### src/rtl/fstk_pkg.sv
package fstk_pkg;

  typedef enum logic [1:0] {
    TAG_VALID   = 2'b00,
    TAG_ZERO    = 2'b01,
    TAG_SPECIAL = 2'b10,
    TAG_EMPTY   = 2'b11
  } tag_e;

  typedef enum logic [2:0] {
    OP_PUSH  = 3'd0,
    OP_POP   = 3'd1,
    OP_READ  = 3'd2,
    OP_WRITE = 3'd3,
    OP_WRPOP = 3'd4
  } op_e;

  localparam int unsigned STAT_W       = 16;
  localparam int unsigned STAT_UNF_BIT = 0;
  localparam int unsigned STAT_OVF_BIT = 1;
  localparam int unsigned STAT_FLT_BIT = 2;
  localparam int unsigned STAT_TOP_LSB = 8;

endpackage

### src/rtl/fstk_classify.sv
module fstk_classify
  import fstk_pkg::*;
#(
  parameter int unsigned WIDTH = 80,
  parameter int unsigned EXP_W = 15
) (
  input  logic [WIDTH-1:0] word,
  output tag_e             tag
);
  localparam int unsigned MAN_W = WIDTH - 1 - EXP_W;

  logic [EXP_W-1:0] expo;
  logic [MAN_W-1:0] sig;

  assign expo = word[WIDTH-2 -: EXP_W];
  assign sig  = word[MAN_W-1:0];

  always_comb begin
    if (expo == '0 && sig == '0)
      tag = TAG_ZERO;
    else if (expo == '1 || expo == '0 || !sig[MAN_W-1])
      tag = TAG_SPECIAL;
    else
      tag = TAG_VALID;
  end

endmodule

### src/rtl/fstk_ptr.sv
module fstk_ptr #(
  parameter int unsigned DEPTH = 8,
  localparam int unsigned AW   = $clog2(DEPTH)
) (
  input  logic          clk,
  input  logic          rst_n,
  input  logic          dec_en,
  input  logic          inc_en,
  input  logic [AW-1:0] idx,
  output logic [AW-1:0] top,
  output logic [AW-1:0] top_m1,
  output logic [AW-1:0] top_p1,
  output logic [AW-1:0] top_pi
);
  always_ff @(posedge clk or negedge rst_n) begin
    if (!rst_n)
      top <= '0;
    else if (dec_en)
      top <= top - 1'b1;
    else if (inc_en)
      top <= top + 1'b1;
  end

  assign top_m1 = top - 1'b1;
  assign top_p1 = top + 1'b1;
  assign top_pi = top + idx;

endmodule

### src/rtl/fstk_regs.sv
module fstk_regs
  import fstk_pkg::*;
#(
  parameter int unsigned DEPTH = 8,
  parameter int unsigned WIDTH = 80,
  localparam int unsigned AW   = $clog2(DEPTH)
) (
  input  logic             clk,
  input  logic             rst_n,
  input  logic             wr_en,
  input  logic [AW-1:0]    wr_addr,
  input  logic [WIDTH-1:0] wr_data,
  input  tag_e             wr_tag,
  input  logic             kill_en,
  input  logic [AW-1:0]    kill_addr,
  input  logic [AW-1:0]    rd_addr,
  output logic [WIDTH-1:0] rd_data,
  output logic [2*DEPTH-1:0] tags
);
  logic [WIDTH-1:0] mem [DEPTH];

  for (genvar k = 0; k < DEPTH; k++) begin : g_slot
    logic hit_wr, hit_kill;
    assign hit_wr   = wr_en && (wr_addr == AW'(k));
    assign hit_kill = kill_en && (kill_addr == AW'(k));

    always_ff @(posedge clk or negedge rst_n) begin
      if (!rst_n)
        mem[k] <= '0;
      else if (hit_wr)
        mem[k] <= wr_data;
    end

    always_ff @(posedge clk or negedge rst_n) begin
      if (!rst_n)
        tags[2*k +: 2] <= TAG_EMPTY;
      else if (hit_wr)
        tags[2*k +: 2] <= wr_tag;
      else if (hit_kill)
        tags[2*k +: 2] <= TAG_EMPTY;
    end
  end

  assign rd_data = mem[rd_addr];

endmodule

### src/rtl/fstk_top.sv
module fstk_top
  import fstk_pkg::*;
#(
  parameter int unsigned DEPTH = 8,
  parameter int unsigned WIDTH = 80,
  parameter int unsigned EXP_W = 15,
  localparam int unsigned AW   = $clog2(DEPTH)
) (
  input  logic               clk,
  input  logic               rst_n,
  input  logic               cmd_valid,
  output logic               cmd_ready,
  input  logic [2:0]         cmd_op,
  input  logic [AW-1:0]      cmd_idx,
  input  logic [WIDTH-1:0]   cmd_data,
  output logic               rsp_valid,
  input  logic               rsp_ready,
  output logic [WIDTH-1:0]   rsp_data,
  output logic [1:0]         rsp_tag,
  output logic               rsp_fault,
  output logic               rsp_over,
  output logic [15:0]        status_word,
  output logic [2*DEPTH-1:0] tag_word
);
  logic          accept;
  logic [AW-1:0] top, a_m1, a_p1, a_i, rd_addr;
  tag_e          t_top, t_m1, t_p1, t_i, wr_class;
  logic [WIDTH-1:0] rd_data;

  logic          wr_en, kill_en, dec_en, inc_en;
  logic [AW-1:0] wr_addr;
  logic          n_fault, n_over;
  logic [WIDTH-1:0] n_data;
  tag_e          n_tag;
  logic          ovf_q, unf_q;

  assign cmd_ready = !rsp_valid || rsp_ready;
  assign accept    = cmd_valid && cmd_ready;

  fstk_ptr #(.DEPTH(DEPTH)) u_ptr (
    .clk(clk), .rst_n(rst_n), .dec_en(dec_en), .inc_en(inc_en),
    .idx(cmd_idx), .top(top), .top_m1(a_m1), .top_p1(a_p1), .top_pi(a_i)
  );

  fstk_classify #(.WIDTH(WIDTH), .EXP_W(EXP_W)) u_cls (
    .word(cmd_data), .tag(wr_class)
  );

  fstk_regs #(.DEPTH(DEPTH), .WIDTH(WIDTH)) u_regs (
    .clk(clk), .rst_n(rst_n),
    .wr_en(wr_en), .wr_addr(wr_addr), .wr_data(cmd_data), .wr_tag(wr_class),
    .kill_en(kill_en), .kill_addr(top),
    .rd_addr(rd_addr), .rd_data(rd_data), .tags(tag_word)
  );

  assign t_top = tag_e'(tag_word[2*top +: 2]);
  assign t_m1  = tag_e'(tag_word[2*a_m1 +: 2]);
  assign t_p1  = tag_e'(tag_word[2*a_p1 +: 2]);
  assign t_i   = tag_e'(tag_word[2*a_i +: 2]);
  assign rd_addr = (cmd_op == OP_POP) ? top : a_i;

  always_comb begin
    wr_en   = 1'b0;
    wr_addr = a_i;
    kill_en = 1'b0;
    dec_en  = 1'b0;
    inc_en  = 1'b0;
    n_fault = 1'b0;
    n_over  = 1'b0;
    n_data  = '0;
    n_tag   = TAG_EMPTY;
    if (accept) begin
      case (cmd_op)
        OP_PUSH: begin
          if (t_m1 != TAG_EMPTY) begin
            n_fault = 1'b1;
            n_over  = 1'b1;
          end else begin
            wr_en   = 1'b1;
            wr_addr = a_m1;
            dec_en  = 1'b1;
            n_tag   = wr_class;
          end
        end
        OP_POP: begin
          if (t_top == TAG_EMPTY) begin
            n_fault = 1'b1;
          end else begin
            kill_en = 1'b1;
            inc_en  = 1'b1;
            n_data  = rd_data;
            n_tag   = t_top;
          end
        end
        OP_READ: begin
          if (t_i == TAG_EMPTY) begin
            n_fault = 1'b1;
          end else begin
            n_data = rd_data;
            n_tag  = t_i;
          end
        end
        OP_WRITE: begin
          wr_en   = 1'b1;
          wr_addr = a_i;
          n_tag   = wr_class;
        end
        OP_WRPOP: begin
          if (t_top == TAG_EMPTY || t_p1 == TAG_EMPTY) begin
            n_fault = 1'b1;
          end else begin
            wr_en   = 1'b1;
            wr_addr = a_p1;
            kill_en = 1'b1;
            inc_en  = 1'b1;
            n_tag   = wr_class;
          end
        end
        default: ;
      endcase
    end
  end

  always_ff @(posedge clk or negedge rst_n) begin
    if (!rst_n) begin
      rsp_valid <= 1'b0;
      rsp_data  <= '0;
      rsp_tag   <= TAG_EMPTY;
      rsp_fault <= 1'b0;
      rsp_over  <= 1'b0;
    end else if (accept) begin
      rsp_valid <= 1'b1;
      rsp_data  <= n_data;
      rsp_tag   <= n_tag;
      rsp_fault <= n_fault;
      rsp_over  <= n_over;
    end else if (rsp_ready) begin
      rsp_valid <= 1'b0;
    end
  end

  always_ff @(posedge clk or negedge rst_n) begin
    if (!rst_n) begin
      ovf_q <= 1'b0;
      unf_q <= 1'b0;
    end else begin
      if (n_fault && n_over)  ovf_q <= 1'b1;
      if (n_fault && !n_over) unf_q <= 1'b1;
    end
  end

  always_comb begin
    status_word = '0;
    status_word[STAT_UNF_BIT] = unf_q;
    status_word[STAT_OVF_BIT] = ovf_q;
    status_word[STAT_FLT_BIT] = unf_q | ovf_q;
    status_word[STAT_TOP_LSB +: AW] = top;
  end

endmodule

### config.mk
export PLATFORM = sky130hd
export DESIGN_NAME = fstk_top
export DESIGN_NICKNAME = d
export VERILOG_FILES = /design/src/rtl/fstk_pkg.sv /design/src/rtl/fstk_classify.sv /design/src/rtl/fstk_ptr.sv /design/src/rtl/fstk_regs.sv /design/src/rtl/fstk_top.sv
export SDC_FILE = /design/constraint.sdc
export NUM_CORES = 1
export LEC_CHECK = 0
export CORE_MARGIN = 2
export CORE_UTILIZATION = 52
export DETAILED_ROUTE_END_ITERATION = 10
export DONT_BUFFER_PORTS = 1
export PLACE_DENSITY = 0.7
export SETUP_SLACK_MARGIN = 0.2
export SLEW_MARGIN = 5
export SYNTH_ARGS = -nofsm -noshare
export SYNTH_HDL_FRONTEND = slang
export SYNTH_SLANG_ARGS = --single-unit
### constraint.sdc
create_clock -name clk -period 3.8 [get_ports clk]
set_input_delay 1.14 -clock clk [delete_from_list [all_inputs] [get_ports clk]]
set_output_delay 1.14 -clock clk [all_outputs]
set_load 0.005 [all_outputs]
* After elaboration in Yosys (flattened, before gate mapping)
Cells that the tools add are included.
Word-level totals: bits in registers 746, input bits 90
Operators by class: add/subtract/negate cells 3, order comparisons 1, equal/unequal tests 23, shift operators 4, multiplexer cells 55, bitwise logic cells 2, reductions and logical operators 42
Operators with widths (number):
- 80-bit two-way mux | 4
- 80-bit binary-select mux with 3-bit select | 1
- 80-bit case mux with 2 select lines | 1
- 64-bit logical NOT | 1
- 16-bit by 5-bit variable part select with 2-bit output | 4
- 2-bit two-way mux | 22
- 3-bit equality test (second input constant) | 9
- 1-bit logical AND | 20
- 2-bit nonzero test | 10
- 3-bit by 2-bit equality test with 1-bit output (second input constant) | 6
- 3-bit two-way mux | 6
- 1-bit two-way mux | 16
- 15-bit equality test (second input constant) | 1
- 15-bit logical NOT | 1
- 2-bit case mux with 5 select lines | 1
- 3-bit by 1-bit equality test with 1-bit output (second input constant) | 3
- 3-bit logical NOT | 3
- 2-bit equality test (second input constant) | 3
- 3-bit case mux with 2 select lines | 1
- 4-bit greater-or-equal comparator (second input constant) | 1
- 1-bit logical OR | 4
- 3-bit NOT with 4-bit output | 1
- 1-bit case mux with 4 select lines | 1
- 3-bit by 1-bit adder with 3-bit output (second input constant) | 1
- 7 further kinds | 9

* Logic depth before layout (Yosys ltp)
Gate-level depths: netlist of run 1.
depth in word-level cells 10, mapped depth 12, gate-level depth less buffers 10

* Cells and area by module
A second synthesis of run 1 with hierarchy kept.
Unflattened totals: cell total of the unflattened synthesis 2077, area total of the unflattened synthesis 33672.3 µm²
Modules (own cells, without submodules):
- fstk_regs | times used 1, cells each 1707, area each 29130.4 µm², sequential area each 16435.8 µm²
- fstk_top | times used 1, cells each 309, area each 4041.4 µm², sequential area each 2179.6 µm²
- fstk_ptr | times used 1, cells each 28, area each 284.0 µm², sequential area each 75.1 µm²
- fstk_classify | times used 1, cells each 33, area each 216.5 µm², sequential area each 0.0 µm²

* Worst setup path before layout of run 1
Ideal clock, no wire load.
path type register to register, start register u_ptr.top[0], end register u_regs.mem[471] in the netlist's numbering, library setup time 125 ps, data arrival time 3645 ps, required time 3675 ps, path slack 31 ps, stages on the path, launching flop included 13, buffers on the path 5, clock period less this slack 3769 ps, cells stage by stage dfrtp_1 buf_4 buf_4 inv_1 ha_1 clkbuf_1 mux4_2 or3_4 a311oi_2 nor3b_1 buf_2 buf_4 mux2_2
On the way: cells in the longest elaborated chain, start to end 9, elaborated cells between the ends (all ways) 20, classes of those cells add/sub (3); eq/ne (4); shift (3); mux (8); reduce/logical (2)
RTL lines:
- start, declared | RTL line fstk_ptr.sv:10 | output logic [AW-1:0] top,
- start signal, assigned | RTL line fstk_ptr.sv:19 | top <= top - 1'b1;
- start signal, assigned | RTL line fstk_ptr.sv:21 | top <= top + 1'b1;
- 3-bit by 1-bit adder with 3-bit output | RTL line fstk_ptr.sv:25 | assign top_p1 = top + 1'b1;
- 16-bit by 5-bit variable part select with 2-bit output | RTL line fstk_top.sv:58 | assign t_p1 = tag_e'(tag_word[2*a_p1 +: 2]);
- 2-bit equality test | RTL line fstk_top.sv:109 | if (t_top == TAG_EMPTY || t_p1 == TAG_EMPTY) begin
- 1-bit logical OR | RTL line fstk_top.sv:109
- 3-bit two-way mux | RTL line fstk_top.sv:109
- 3-bit case mux with 2 select lines | RTL line fstk_top.sv:73 | case (cmd_op)
- 3-bit two-way mux | RTL line fstk_top.sv:72 | if (accept) begin
- 3-bit by 2-bit equality test with 1-bit output | RTL line fstk_regs.sv:24 | assign hit_wr = wr_en && (wr_addr == AW'(k));
- 1-bit logical AND (*) | RTL line fstk_regs.sv:24
- end signal, assigned by index | RTL line fstk_regs.sv:31 | mem[k] <= wr_data;
- end, declared | RTL line fstk_regs.sv:20 | logic [WIDTH-1:0] mem [DEPTH];
Mark *: on every way between the ends. The rest lies on a longest branch, timed or not. A chain may end at the register's enable or synchronous reset.

* Final worst setup path of run 1
start register u_ptr.top[0], end register u_regs.mem[93] in the netlist's numbering
On the way: cells in the longest elaborated chain, start to end 9, elaborated cells between the ends (all ways) 20, classes of those cells add/sub (3); eq/ne (4); shift (3); mux (8); reduce/logical (2)
RTL lines (RTL line):
- 3-bit by 1-bit adder with 3-bit output | fstk_ptr.sv:25
- 16-bit by 5-bit variable part select with 2-bit output | fstk_top.sv:58
- 2-bit equality test | fstk_top.sv:109
- 1-bit logical OR | fstk_top.sv:109
- 3-bit two-way mux | fstk_top.sv:109
- 3-bit case mux with 2 select lines | fstk_top.sv:73
- 3-bit two-way mux | fstk_top.sv:72
- 3-bit equality test | fstk_regs.sv:24
- 1-bit logical AND (*) | fstk_regs.sv:24
Marks and branches as above.

==> results of run 1 <==
## registers in the layout (all words and copies together), names as in the netlist
name	flops
rsp_over	1
rsp_fault	1
ovf_q	1
unf_q	1
u_regs.mem	640
u_ptr.top	3
rsp_valid	1
u_regs.tags	16
rsp_tag	2
rsp_data	80
## cell families after synthesis
logic type / share of synthesized area
AND/OR/NAND/NOR: 0.133
flip-flops: 0.544
multiplexers: 0.224
AO/OA/AOI/OAI: 0.0574
buffers and inverters: 0.0370
adder cells (fa/ha/maj): 0.00349
XOR/XNOR: 0.00116
other: 0.000109
## final timing paths
check | depth (start not counted) | from | to
max | 13 | u_ptr.top[0] | u_regs.mem[93]
max in group asynchronous | 0 | rst_n | u_regs.mem[575]
min in group clk | 1 | u_regs.mem[54] | u_regs.mem[54]
max reg2reg | 13 | u_ptr.top[0] | u_regs.mem[93]
min | 0 | rst_n | rsp_data[60]
min reg2reg | 1 | u_regs.mem[54] | u_regs.mem[54]
## critical path, stage by stage (launching register included)
cell and delay (ns):
dfrtp_2 0.48, bufbuf_16 0.30, nand3_1 0.09, o21ai_1 0.11
mux4_2 0.57, or4b_4 0.56, o211a_4 0.17, buf_8 0.15
nor3_4 0.19, buf_6 0.14, buf_12 0.13, buf_12 0.14
buf_12 0.14, mux2_2 0.34
## routing by layer
metal / global-route usage / up-vias / wire [um] / share of wire
li1: - / 10700 / - / -
met1: 0.354 / 12700 / 39100 / 0.42
met2: 0.444 / 847 / 45500 / 0.48
met3: 0.0482 / 182 / 6290 / 0.067
met4: 0.0919 / 0 / 2960 / 0.032
met5: 0 / - / 0 / 0
## metrics by stage
step / util / cell area, sq um / worst slack, ns / hold WS (ns)
floorplan: - / 34400 / 0.183 / 0.456
global placement: 0.549 / 36000 / -0.189 / 0.466
detailed placement: 0.549 / 36000 / -0.189 / 0.475
CTS: 0.596 / 39100 / 0.159 / 0.195
global route: 0.608 / 39900 / 0.0826 / 0.198
finish: 0.608 / 39900 / 0.122 / 0.226
## placed cells by master (no fill, tap or decap), types with 3 or more instances in the layout
master	count
a211oi_1	3
a21oi_1	10
a311oi_1	80
a31oi_1	92
and3_1	82
buf_12	53
buf_16	11
buf_4	89
buf_6	10
buf_8	4
bufinv_16	3
clkbuf_1	20
clkbuf_16	98
clkbuf_8	18
clkinv_2	13
conb_1	10
dfrtp_1	726
dfstp_2	18
ha_1	5
ha_4	3
inv_1	6
mux2_1	70
mux2_2	515
mux2_4	56
mux2i_1	20
mux4_2	11
nand2_1	732
nand2b_1	3
nand3_1	166
nand3b_1	3
nand4_1	8
nor2_1	18
nor3_1	5
nor3b_4	3
nor4_1	21
o21a_1	4
o21ai_0	82
## power groups by stage
stage,Combinational [W],Sequential [W],Clock [W]
after floorplan,0.00905,0.0129,0
after global placement,0.0128,0.0133,0
after detailed placement,0.0132,0.0136,0
after CTS,0.0136,0.0135,0.00780
after global routing,0.0151,0.0139,0.00814
final,0.0140,0.0136,0.00767
## area by class of cell
type	count	area share
Tap cell	864	0.0271
Sequential cell	746	0.468
Multi-Input combinational cell	2052	0.372
Antenna cell	1	0.0000627
Inverter	8	0.000752
Clock buffer	120	0.0595
Clock inverter	21	0.00514
Timing Repair Buffer	185	0.0669
## repair_timing
| item | 4_1_cts | 5_1_grt |
|---|---|---|
| pin swaps | 2 | 4 |
| endpoints found under the hold margin | 0 | 0 |
| hold buffers | 0 | 0 |
| gates resized for setup | 40 | 86 |
| gates cloned | 7 | 16 |
| setup endpoints to repair | 394 | 525 |
| setup buffers | 14 | 14 |
==> results.cfg, run 1 <==
[yosys]
syn_area_sq_mm = 0.0344
ys_async_sr_fraction = 1.00
ys_types = 58
ys_ff_latch = 746
yosysWarnings = 0
yosysTopAreaCell = dfrtp_1
synth-seq-area-share = 0.544
synth_top_area_share = 0.530
syn_area_per_cell_sq_um = 11.3
ys.flop_type = dfrtp_1
synth_area_leaders = dfrtp_1, mux2_2, nand2_1
synth_edf_count = 0
yosysMostFrequentCell = nand2_1
syn_inst = 3052
ys_top_cells_by_count = nand2_1, dfrtp_1, mux2_2

[sta]
rsz0062_at_grt = yes
fmax_mhz = 272
final.setup.tns_ns = 0
setup_viol = 0
drv_slew = 660
period_needed_ns = 3.68
hold_viol = 0
fin_crit_sh = 0.968
max_slew_margin = -1.13
tightest_slew_ns = 3.20
fin_skew_ns = 0.0260

[die]
num_rows = 94
core_sq_mm = 0.0656
initial_core_util = 0.524
ios = 208
die_h_um = 261
die_area_sq_mm = 0.0682
die_w_um = 261

[routing]
drtPass1Iterations = 6
routedWlPerCell_um = 23.5
drc = 0
via_per_inst = 6.12
num_vias = 24500
antenna_left = 0
finalWirelength_um = 93900
drt-initial-drc-count = 2076

[place]
place_inst = 3804
port_buffers = 0
gp_congestion = 0.853
hpwl_um = 54500

[final_layout]
multiInputGateArea_sq_mm = 0.0149
nFillCells = 5067
layout.nets = 3171
drive_gt1_frac = 0.301
stdcell_count = 3997
area_growth_pct = 16.2
final-seq-area_sq_mm = 0.0187

[pwr]
power.total_w = 0.0352
p_per_area_mw_per_mm2 = 883
seq_power_share = 0.385
swShare = 0.359
combPwrFrac = 0.398
internal_power_w = 0.0226
clockPowerShare = 0.218
leakagePower_nw = 18.1
p_switching_w = 0.0126
ir_worst_vdd_mv = 0.660

[global_route]
antenna_found_initial = 0
first_global_vias = 24800
grt_first_pass_wirelength_um = 143000
grt_use_total = 0.267
grt_max_degree = 747
grt.overflow.total = 0

[worst_setup_path]
critPathLaunchType = register
endpoint_kind = register
path_class = register to register
crit_fanout = 9
rrSetupSlack_ns = 0.12
required_ns = 4.29
arrival_ns = 4.17

[clocking]
cts_tree = yes
cts_buffers = 79
cts.sinks = 746
htree_num_levels = 3
clock_latency_ns = 0.63
clk_pin_slew_ns = 0.06
root_buffer = clkbuf_16
cts_buffer_depth = 3

[status]
failed_checks = max-slew violations
run_status = finished, violations left

[min_path]
hp-class = primary input to asynchronous set/reset pin

[run]
maxCapViolCount = 0
(Power assumes the default switching activity.)
==> inputs of run 2 (changes only) <==
PLACE_DENSITY = 0.67   (was 0.7)
clock period = 4.68 ns   (was 3.8 ns; I/O delays follow)
==> run 2 against run 1 <==
  * The run still ends with max-slew violations left
  * Global-route usage decreased by 0.53 points
  * Critical path depth decreased by 5
  * Die area unchanged
  * Routed wire length decreased by 6.2%
  * Via count decreased by 3.6%
  * Flip-flop and latch count unchanged
  * Count of clock-buffer cells in the layout increased by 4
  * Critical endpoint is now u_regs.mem[17]
==> results.cfg, run 2 (synthesis gave the netlist of run 1 again) <==
[status]
run_status = finished, violations left
failed_checks = max-slew violations

[sta]
period_needed_ns = 4.16
fin_skew_ns = 0.0297
rsz0062_at_grt = no
fin_crit_sh = 0.890
fin_ws_ns = 0.515
fmax_mhz = 240
final.setup.tns_ns = 0
max_slew_margin = -1.25
hold_viol = 0
drv_slew = 639
setup_viol = 0
tightest_slew_ns = 3.38

[clocking]
cts_buffer_depth = 3
cts_hold_buf = 0
cts.sinks = 746
cts_tree = yes
cts_buffers = 80
cts_setup_buffers = 0
root_buffer = clkbuf_16
clock_latency_ns = 0.64
htree_num_levels = 3
clk_pin_slew_ns = 0.07

[pwr]
ir_worst_vdd_mv = 0.516
leakagePower_nw = 17.1
p_per_area_mw_per_mm2 = 726

[run]
maxCapViolCount = 0

[place]
post-place-ws_ns = 0.181
gp_congestion = 0.876
hpwl_um = 50800
port_buffers = 0

[worst_setup_path]
r2r_start = u_ptr.top[0]
critPathLaunchType = register
path_class = register to register
r2r_cells = 8
endpoint_kind = register
crit_fanout = 49
cpPeakStageDelay_ns = 0.64
slowest_stage = mux4_2
path_cells = inv_1, ha_1, mux4_2, or3_4, a211oi_4, nor3b_2, buf_12, mux2_1
arrival_ns = 4.65
rrSetupSlack_ns = 0.52
cp.buffers_inverters = 2
r2r-end = u_regs.mem[17]
required_ns = 5.17
path_delay_family = multiplexers

[global_route]
grt.overflow.total = 0
grt_max_degree = 747
grt_first_pass_wirelength_um = 140000
antenna_found_initial = 1
grt_use_total = 0.262
first_global_vias = 24400

[final_layout]
layout.nets = 3049
top_register = u_regs.mem
area_growth_pct = 10.1
most-common-layout-cells = nand2_1, dfrtp_1, mux2_2
drive_gt1_frac = 0.263
final_common_cell = nand2_1
largest_reg_flops = 640
reg.largest.list = u_regs.mem: 640 flops, rsp_data: 80 flops, u_regs.tags: 16 flops

[routing]
drt-initial-drc-count = 1951
wirelength_met1_um = 36900
finalWirelength_um = 88100
drc = 0
wl_met2_um = 43100
highest_layer = met5
antenna_left = 0
num_vias = 23600
drtPass1Iterations = 5
routedWlPerCell_um = 22.7
met3_length_um = 6090
via_per_inst = 6.08

[min_path]
hold_depth = 1
worstHoldStart = u_regs.mem[228]
hold_end = u_regs.mem[228]
hp-class = register to register

[die]
core_sq_mm = 0.0656
num_rows = 94
die_area_sq_mm = 0.0682
ios = 208
initial_core_util = 0.524
die_w_um = 261
die_h_um = 261
-- run 2: changes by cell type in the layout (fill, tap and decap cells not counted), sizes merged --
cell      previous run  this run
inv                 10        13
bufbuf               2         0
clkinv              15        11
clkbuf             136       124
clkinvlp             1         3
buf                167        62
-- run 2: power breakdown --
group / internal, W / switching, W
Sequential: 0.00931 / 0.00162
Combinational: 0.00443 / 0.00570
Clock: 0.00377 / 0.00261
Total: 0.0175 / 0.00994
-- run 2: metal layers --
layer | vias up | global-route usage
met1 | 12200 | 0.346
met4 | 2 | 0.0742
met2 | 716 | 0.437
met3 | 152 | 0.0568
met5 | - | 0
li1 | 10500 | -
-- run 2: worst max path at each step --
stage	cells past startpoint	end	slack [ns]	startpoint
5_1_grt	8	u_regs.mem[14]	0.35	u_ptr.top[0]
2_1_floorplan	10	rsp_data[59]	0.69	cmd_op[0]
3_3_place_gp	10	u_regs.mem[427]	0.27	cmd_idx[0]
3_5_place_dp	10	rsp_data[22]	0.18	cmd_idx[0]
4_1_cts	8	u_regs.mem[17]	0.33	u_ptr.top[0]
6_report	8	u_regs.mem[17]	0.52	u_ptr.top[0]
-- run 2: layout make-up --
class | count | area, sq um
tap | 864 | 1080
inverter | 8 | 30.0
clock buffer | 124 | 2440
clock inverter | 22 | 249
sequential | 746 | 18700
antenna | 1 | 2.50
timing repair buffer | 62 | 778
multi-input combinational | 2052 | 14600
fill | 5369 | 27800
-- run 2: stage by stage --
step                       util  hold slack (ns)  area, sq um  total power, W  cells
after global routing      0.576            0.490        37800          0.0291   3878
after global placement    0.535            0.467        35100          0.0206   3732
final                     0.576            0.486        37800          0.0274   3879
after CTS                 0.576            0.488        37800          0.0276   3878
after detailed placement  0.535            0.475        35100          0.0211   3732
after floorplan               -            0.456        34400          0.0178   3061
-- run 2: what timing repair did --
| item | in CTS | in global routing |
|---|---|---|
| endpoints found under the setup margin | 0 | 125 |
| endpoints found under the hold margin | 0 | 0 |
| resized for setup | 0 | 1 |
